==> config.mk <==
export PLATFORM = sky130hd
export DESIGN_NAME = ea_gen
export DESIGN_NICKNAME = d
export VERILOG_FILES = /design/src/rtl/ea_pkg.sv /design/src/rtl/ea_rst_sync.sv /design/src/rtl/ea_first.sv /design/src/rtl/ea_ctrl.sv /design/src/rtl/ea_gen.sv
export SDC_FILE = /design/constraint.sdc
export NUM_CORES = 1
export LEC_CHECK = 0
export BUFFER_PORTS_ARGS = -buffer_cell sky130_fd_sc_hd__buf_2
export CAP_MARGIN = 20
export CORE_ASPECT_RATIO = 1.2
export CORE_MARGIN = 2
export CORE_UTILIZATION = 25
export DETAILED_ROUTE_END_ITERATION = 8
export MAX_ROUTING_LAYER = met4
export PLACE_DENSITY = 0.41
export SLEW_MARGIN = 20
export SYNTH_ARGS = -nofsm -noshare
export SYNTH_HDL_FRONTEND = slang
export SYNTH_SLANG_ARGS = --single-unit
==> constraint.sdc <==
create_clock -name clk -period 3.7 [get_ports clk]
set_clock_uncertainty 0.2 [all_clocks]
set_input_delay 0.37 -clock clk [delete_from_list [all_inputs] [get_ports clk]]
set_output_delay 0.37 -clock clk [all_outputs]
set_load 0.01 [all_outputs]
==> src/rtl/ea_pkg.sv <==
package ea_pkg;

  typedef enum logic [3:0] {
    M_IMM     = 4'd0,
    M_REG     = 4'd1,
    M_DIR     = 4'd2,
    M_RIND    = 4'd3,
    M_PREINC  = 4'd4,
    M_POSTINC = 4'd5,
    M_PREDEC  = 4'd6,
    M_POSTDEC = 4'd7,
    M_DISP    = 4'd8,
    M_IDX     = 4'd9,
    M_MIND    = 4'd10,
    M_SCIND   = 4'd11
  } ea_mode_e;

  typedef enum logic [2:0] {
    S_IDLE  = 3'd0,
    S_IDX   = 3'd1,
    S_MREQ  = 3'd2,
    S_MWAIT = 3'd3,
    S_FIN   = 3'd4
  } ea_state_e;

  function automatic logic mode_auto(input logic [3:0] m);
    return (m == M_PREINC) || (m == M_POSTINC) || (m == M_PREDEC) || (m == M_POSTDEC);
  endfunction

  function automatic logic mode_index(input logic [3:0] m);
    return (m == M_IDX) || (m == M_SCIND);
  endfunction

  function automatic logic mode_mem(input logic [3:0] m);
    return (m == M_MIND) || (m == M_SCIND);
  endfunction

  function automatic logic mode_addr(input logic [3:0] m);
    return (m >= M_DIR) && (m <= M_SCIND);
  endfunction

endpackage

==> src/rtl/ea_rst_sync.sv <==
module ea_rst_sync (
  input  logic clk,
  input  logic arst_n,
  output logic rst_n_o
);
  logic [1:0] sync_q;

  always_ff @(posedge clk or negedge arst_n) begin
    if (!arst_n) sync_q <= 2'b00;
    else         sync_q <= {sync_q[0], 1'b1};
  end

  assign rst_n_o = sync_q[1];
endmodule

==> src/rtl/ea_first.sv <==
module ea_first
  import ea_pkg::*;
#(
  parameter int AW = 16
) (
  input  logic [3:0]    mode_i,
  input  logic [1:0]    size_i,
  input  logic [AW-1:0] reg_i,
  input  logic [AW-1:0] disp_i,
  output logic [AW-1:0] acc_o,
  output logic [AW-1:0] wb_o
);
  logic [AW-1:0] step;
  logic [AW-1:0] inc;
  logic [AW-1:0] dec;

  always_comb begin
    case (size_i)
      2'b00:   step = AW'(1);
      2'b01:   step = AW'(2);
      default: step = AW'(4);
    endcase
  end

  assign inc = reg_i + step;
  assign dec = reg_i - step;

  always_comb begin
    case (mode_i)
      M_DIR:                             acc_o = disp_i;
      M_RIND, M_POSTINC, M_POSTDEC,
      M_MIND, M_IDX:                     acc_o = reg_i;
      M_PREINC:                          acc_o = inc;
      M_PREDEC:                          acc_o = dec;
      M_DISP, M_SCIND:                   acc_o = disp_i + reg_i;
      default:                           acc_o = '0;
    endcase
    wb_o = ((mode_i == M_PREINC) || (mode_i == M_POSTINC)) ? inc : dec;
  end
endmodule

==> src/rtl/ea_ctrl.sv <==
module ea_ctrl
  import ea_pkg::*;
#(
  parameter int AW = 16,
  parameter int RW = 4
) (
  input  logic          clk,
  input  logic          rst_n,
  input  logic          start_i,
  input  logic [3:0]    mode_i,
  input  logic [RW-1:0] base_i,
  input  logic [RW-1:0] idx_i,
  input  logic [AW-1:0] first_acc_i,
  input  logic [AW-1:0] first_wb_i,
  output logic [RW-1:0] rf_raddr_o,
  input  logic [AW-1:0] rf_rdata_i,
  output logic          mem_req_o,
  output logic [AW-1:0] mem_addr_o,
  input  logic [AW-1:0] mem_rdata_i,
  output logic          done_o,
  output logic          addr_valid_o,
  output logic [AW-1:0] addr_o,
  output logic          wb_en_o,
  output logic [RW-1:0] wb_idx_o,
  output logic [AW-1:0] wb_data_o
);
  localparam int SHIFT = 2;

  ea_state_e     state_q, state_d;
  logic [3:0]    mode_q;
  logic [RW-1:0] base_q, idx_q;
  logic [AW-1:0] acc_q, acc_d, wb_q;
  logic          cap_en, acc_en;
  logic [AW-1:0] idx_term;

  assign cap_en   = (state_q == S_IDLE) && start_i;
  assign acc_en   = cap_en || (state_q == S_IDX) || (state_q == S_MWAIT);
  assign idx_term = (mode_q == M_SCIND) ? (rf_rdata_i << SHIFT) : rf_rdata_i;

  always_comb begin
    state_d = state_q;
    acc_d   = acc_q;
    case (state_q)
      S_IDLE: begin
        acc_d = first_acc_i;
        if (start_i) begin
          if (mode_index(mode_i))    state_d = S_IDX;
          else if (mode_mem(mode_i)) state_d = S_MREQ;
          else                       state_d = S_FIN;
        end
      end
      S_IDX: begin
        acc_d   = acc_q + idx_term;
        state_d = mode_mem(mode_q) ? S_MREQ : S_FIN;
      end
      S_MREQ:  state_d = S_MWAIT;
      S_MWAIT: begin
        acc_d   = mem_rdata_i;
        state_d = S_FIN;
      end
      default: state_d = S_IDLE;
    endcase
  end

  always_ff @(posedge clk or negedge rst_n) begin
    if (!rst_n) begin
      state_q <= S_IDLE;
      mode_q  <= '0;
      base_q  <= '0;
      idx_q   <= '0;
      acc_q   <= '0;
      wb_q    <= '0;
    end else begin
      state_q <= state_d;
      if (cap_en) begin
        mode_q <= mode_i;
        base_q <= base_i;
        idx_q  <= idx_i;
        wb_q   <= first_wb_i;
      end
      if (acc_en) acc_q <= acc_d;
    end
  end

  always_comb begin
    case (state_q)
      S_IDLE:  rf_raddr_o = base_i;
      S_IDX:   rf_raddr_o = idx_q;
      default: rf_raddr_o = base_q;
    endcase
  end

  assign mem_req_o    = (state_q == S_MREQ);
  assign mem_addr_o   = acc_q;
  assign done_o       = (state_q == S_FIN);
  assign addr_o       = acc_q;
  assign addr_valid_o = done_o && mode_addr(mode_q);
  assign wb_en_o      = done_o && mode_auto(mode_q);
  assign wb_idx_o     = base_q;
  assign wb_data_o    = wb_q;

  // done is a pulse
  a_r11_done_pulse: assert property (@(posedge clk) disable iff (!rst_n)
    done_o |=> !done_o);
  // operation fields hold while busy, so a late start is ignored
  a_r11_busy_hold: assert property (@(posedge clk) disable iff (!rst_n)
    (state_q != S_IDLE) |=> $stable(mode_q) && $stable(base_q));
  // writeback only alongside done
  a_r12_wb_in_done: assert property (@(posedge clk) disable iff (!rst_n)
    wb_en_o |-> done_o);
  // simple modes finish on the next cycle
  a_r2_simple_next: assert property (@(posedge clk) disable iff (!rst_n)
    (state_q == S_IDLE && start_i && !mode_index(mode_i) && !mode_mem(mode_i)) |=> done_o);
  // memory read only in pointer-fetch modes, result two cycles later
  a_r9_mem_mode: assert property (@(posedge clk) disable iff (!rst_n)
    mem_req_o |-> mode_mem(mode_q));
  a_r9_mem_then_done: assert property (@(posedge clk) disable iff (!rst_n)
    mem_req_o |=> !mem_req_o ##1 done_o);
endmodule

==> src/rtl/ea_gen.sv <==
module ea_gen
  import ea_pkg::*;
#(
  parameter int AW = 16,
  parameter int RW = 4
) (
  input  logic          clk,
  input  logic          arst_n,
  input  logic          start_i,
  input  logic [3:0]    mode_i,
  input  logic [1:0]    size_i,
  input  logic [RW-1:0] base_i,
  input  logic [RW-1:0] idx_i,
  input  logic [AW-1:0] disp_i,
  output logic [RW-1:0] rf_raddr_o,
  input  logic [AW-1:0] rf_rdata_i,
  output logic          mem_req_o,
  output logic [AW-1:0] mem_addr_o,
  input  logic [AW-1:0] mem_rdata_i,
  output logic          done_o,
  output logic          addr_valid_o,
  output logic [AW-1:0] addr_o,
  output logic          wb_en_o,
  output logic [RW-1:0] wb_idx_o,
  output logic [AW-1:0] wb_data_o
);
  logic          rst_n;
  logic [AW-1:0] first_acc, first_wb;

  ea_rst_sync u_rst (
    .clk     (clk),
    .arst_n  (arst_n),
    .rst_n_o (rst_n)
  );

  ea_first #(.AW(AW)) u_first (
    .mode_i (mode_i),
    .size_i (size_i),
    .reg_i  (rf_rdata_i),
    .disp_i (disp_i),
    .acc_o  (first_acc),
    .wb_o   (first_wb)
  );

  ea_ctrl #(.AW(AW), .RW(RW)) u_ctrl (
    .clk          (clk),
    .rst_n        (rst_n),
    .start_i      (start_i),
    .mode_i       (mode_i),
    .base_i       (base_i),
    .idx_i        (idx_i),
    .first_acc_i  (first_acc),
    .first_wb_i   (first_wb),
    .rf_raddr_o   (rf_raddr_o),
    .rf_rdata_i   (rf_rdata_i),
    .mem_req_o    (mem_req_o),
    .mem_addr_o   (mem_addr_o),
    .mem_rdata_i  (mem_rdata_i),
    .done_o       (done_o),
    .addr_valid_o (addr_valid_o),
    .addr_o       (addr_o),
    .wb_en_o      (wb_en_o),
    .wb_idx_o     (wb_idx_o),
    .wb_data_o    (wb_data_o)
  );

  // quiet while reset is asserted
  a_r1_reset_quiet: assert property (@(posedge clk)
    !rst_n |-> !done_o && !mem_req_o && !wb_en_o);
endmodule

==> flow_metrics.env <==
export IMPL_die_x_um=141
export IMPL_fp_coreArea_um2=21900
export IMPL_finalNonFillerCells=1079
export IMPL_rsz0062_at_grt="false"
export IMPL_first_pass_iters=5
export IMPL_syn2layout_area_growth_pct=17.1
export IMPL_maxSlewViolCount=0
export IMPL_ant_nets=0
export IMPL_crit_required_ns=3.70
export IMPL_tns_ns=0
export IMPL_grt_use_total=0.183
export IMPL_regArea_um2=1230
export IMPL_grt_overflow=0
export IMPL_fill_cells=2415
export IMPL_gp_congestion=0.854
export IMPL_antenna_found_initial=3
export IMPL_wl_per_cell_um=19.5
export IMPL_ys_warn_count=0
export IMPL_final_cell_mix="buf_2, nand2_1, o21ai_0"
export IMPL_cts_root_buf="clkbuf_16"
export IMPL_synth_area_leader_cell="dfrtp_1"
export IMPL_final_period_utilization=0.928
export IMPL_p_leak_nw=2.88
export IMPL_syn_cell_area_um2=5590
export IMPL_worstSkewPairLatency_ns=0.31
export IMPL_drt_iter0_drc=313
export IMPL_yosysTopAreaCellShare=0.219
export IMPL_htreeDepth=2
export IMPL_synth_distinct_cells=62
export IMPL_dp_hpwl_um=16800
export IMPL_drc_errors=0
export IMPL_worstPathMaxFanout=19
export IMPL_worst_pin_slew_ns=0.856
export IMPL_vias_per_cell=5.14
export IMPL_synth_area_per_cell_um2=7.91
export IMPL_dpl_cell_area_um2=6380
export IMPL_endpoint_kind="flip-flop"
export IMPL_grt_pass1_wl_um=32500
export IMPL_worstSetupPathType="reg2reg"
export IMPL_hold_violations=0
export IMPL_synth_async_reset_ratio=1.00
export IMPL_synth_main_ff_cell="dfrtp_1"
export IMPL_fmax_mhz=291
export IMPL_cts_buffers=5
export IMPL_critPathMaxStageDelay_ns=0.42
export IMPL_multi_input_area_um2=3970
export IMPL_final_common_cell="buf_2"
export IMPL_cts_repair_resized=0
export IMPL_ys_seq_area_frac=0.219
export IMPL_grt_max_degree=46
export IMPL_grt_pass1_vias=5652
export IMPL_start_kind="flip-flop"
export IMPL_crit_family="compound AO/OA/AOI/OAI gates"
export IMPL_numPortBuffers=124
export IMPL_maxCapViolations=0
export IMPL_clockBufferDepth=2
export IMPL_drive_gt1_frac=0.243
export IMPL_die_area_um2=23600
export IMPL_hold_path_class="in2reg"
export IMPL_synthesis_nets=812
export IMPL_placed_cells=1067
export IMPL_outcome="finished clean"
export IMPL_initial_core_util=0.256
export IMPL_cts_tree="built"
export IMPL_period_needed_ns=3.43
export IMPL_num_rows=59
export IMPL_path_cells="nand4b_1 > buf_4 > mux2_2 > ha_1 > a21o_1 > a211o_1 > a221oi_1 > a21boi_0 > o21ai_0 > a21oi_1 > a31oi_1"
export IMPL_vias=5543
export IMPL_ios=125
export IMPL_cp_slowest_cell="dfrtp_1"
export IMPL_routed_wirelength_um=21000
export IMPL_syn_inst=707
export IMPL_slew_headroom=0.422
export IMPL_synth_seq_cells=49
export IMPL_setup_viol=0
export IMPL_p_per_area_nw_per_um2=638
export IMPL_synth_enable_flop_cells=0
export IMPL_finalInstanceArea_um2=6550
export IMPL_clkSinkCount=49
export IMPL_path_buf_inv=1
export IMPL_critical_path_arrival_ns=3.43
export IMPL_synth_area_leaders="dfrtp_1, ha_1, o21ai_0"
export IMPL_cts_reportedPaths_clkPinSlew_ns=0.08
export IMPL_die_h_um=168
export IMPL_fin_nets=906
export IMPL_vdd_drop_max_v=0.000182
[what timing repair did]
action	CTS	global route
hold buffers	1	0
hold endpoints to repair	2	0
setup buffers	0	0
[metal layers]
metal / share of wire / routed length [µm] / track usage
met5: 0 / 0 / -
met4: 0.015 / 320 / 0.0391
met3: 0.045 / 950 / 0.0270
met2: 0.49 / 10300 / 0.313
met1: 0.45 / 9460 / 0.229
[final timing paths]
kind                                       start  slack (ns)                 end  cells past startpoint
worst min-delay path                    idx_i[1]        0.08     u_ctrl.idx_q[1]                      2
worst max register to register  u_ctrl.mode_q[2]        0.27   u_ctrl.addr_o[14]                     11
max in group asynchronous        u_rst.sync_q[1]        2.44    u_ctrl.addr_o[5]                      1
min in group asynchronous        u_rst.sync_q[1]        0.10  u_ctrl.wb_idx_o[2]                      0
worst min register to register   u_rst.sync_q[1]        0.10  u_ctrl.wb_idx_o[2]                      0
worst max-delay path            u_ctrl.mode_q[2]        0.27   u_ctrl.addr_o[14]                     11
[synth_stat cells, drive strengths merged, types with 3 or more instances]
library cell   n
nand2         76
o21ai         71
a21oi         53
nor2          50
dfrtp         49
ha            36
xnor2         36
clkbuf        30
buf           29
mux2          27
nor3          23
a211oi        17
inv           17
a21o          16
xor2          16
mux2i         13
a31oi         12
a221oi         9
and3           9
nand3          8
o211ai         8
nor2b          7
o21bai         6
a211o          5
a222oi         5
a22o           5
and2           5
nand2b         5
o21a           5
a22oi          4
fa             4
nand4          4
o31ai          4
or3            4
a221o          3
nand4b         3
o221ai         3
o311ai         3
or2            3
or4            3
[per-stage QoR]
step | worst slack [ns] | power, mW | utilization | hold slack, ns
floorplan | 0.367 | 2.91 | - | -0.126
global placement | 0.300 | 3.70 | 0.292 | -0.0445
detailed placement | 0.230 | 3.68 | 0.292 | -0.0376
CTS | 0.206 | 4.23 | 0.299 | 0.0663
global route | 0.00758 | 4.57 | 0.300 | 0.0739
finish | 0.266 | 4.18 | 0.300 | 0.0808
[cell type report]
type | instances | area share
inverters | 17 | 0.00974
clock inverters | 3 | 0.00439
diodes | 3 | 0.00115
flip-flops and latches | 49 | 0.187
multi-input cells | 582 | 0.605
well taps | 274 | 0.0524
clock buffers | 5 | 0.0191
repair buffers | 146 | 0.120
[power breakdown]
group,internal (mW),switching (mW),leakage [nW],total (mW)
Clock,0.261,0.257,0.0763,0.517
Combinational,1.12,1.49,2.22,2.62
Sequential,0.796,0.250,0.589,1.05
Total,2.18,2.00,2.88,4.18
[kinds of logic (layout without fill, tap and decap cells)]
kind of cell,count (synthesis),in the layout,synth area share
AO/OA/AOI/OAI,241,241,0.279
XOR/XNOR,52,52,0.0815
adder cells (fa/ha/maj),40,40,0.0949
buffers and inverters,76,171,0.0714
flip-flops,49,49,0.219
multiplexers,40,40,0.0777
other,1,4,0.000671
AND/OR/NAND/NOR,208,208,0.176
[sequential cells by signal (all words and copies together) (netlist names)]
register	cells
u_ctrl.addr_o	16
u_ctrl.idx_q	4
u_ctrl.mode_q	4
u_ctrl.state_q	3
u_ctrl.wb_data_o	16
u_ctrl.wb_idx_o	4
u_rst.sync_q	2
(Power assumes the default switching activity.)
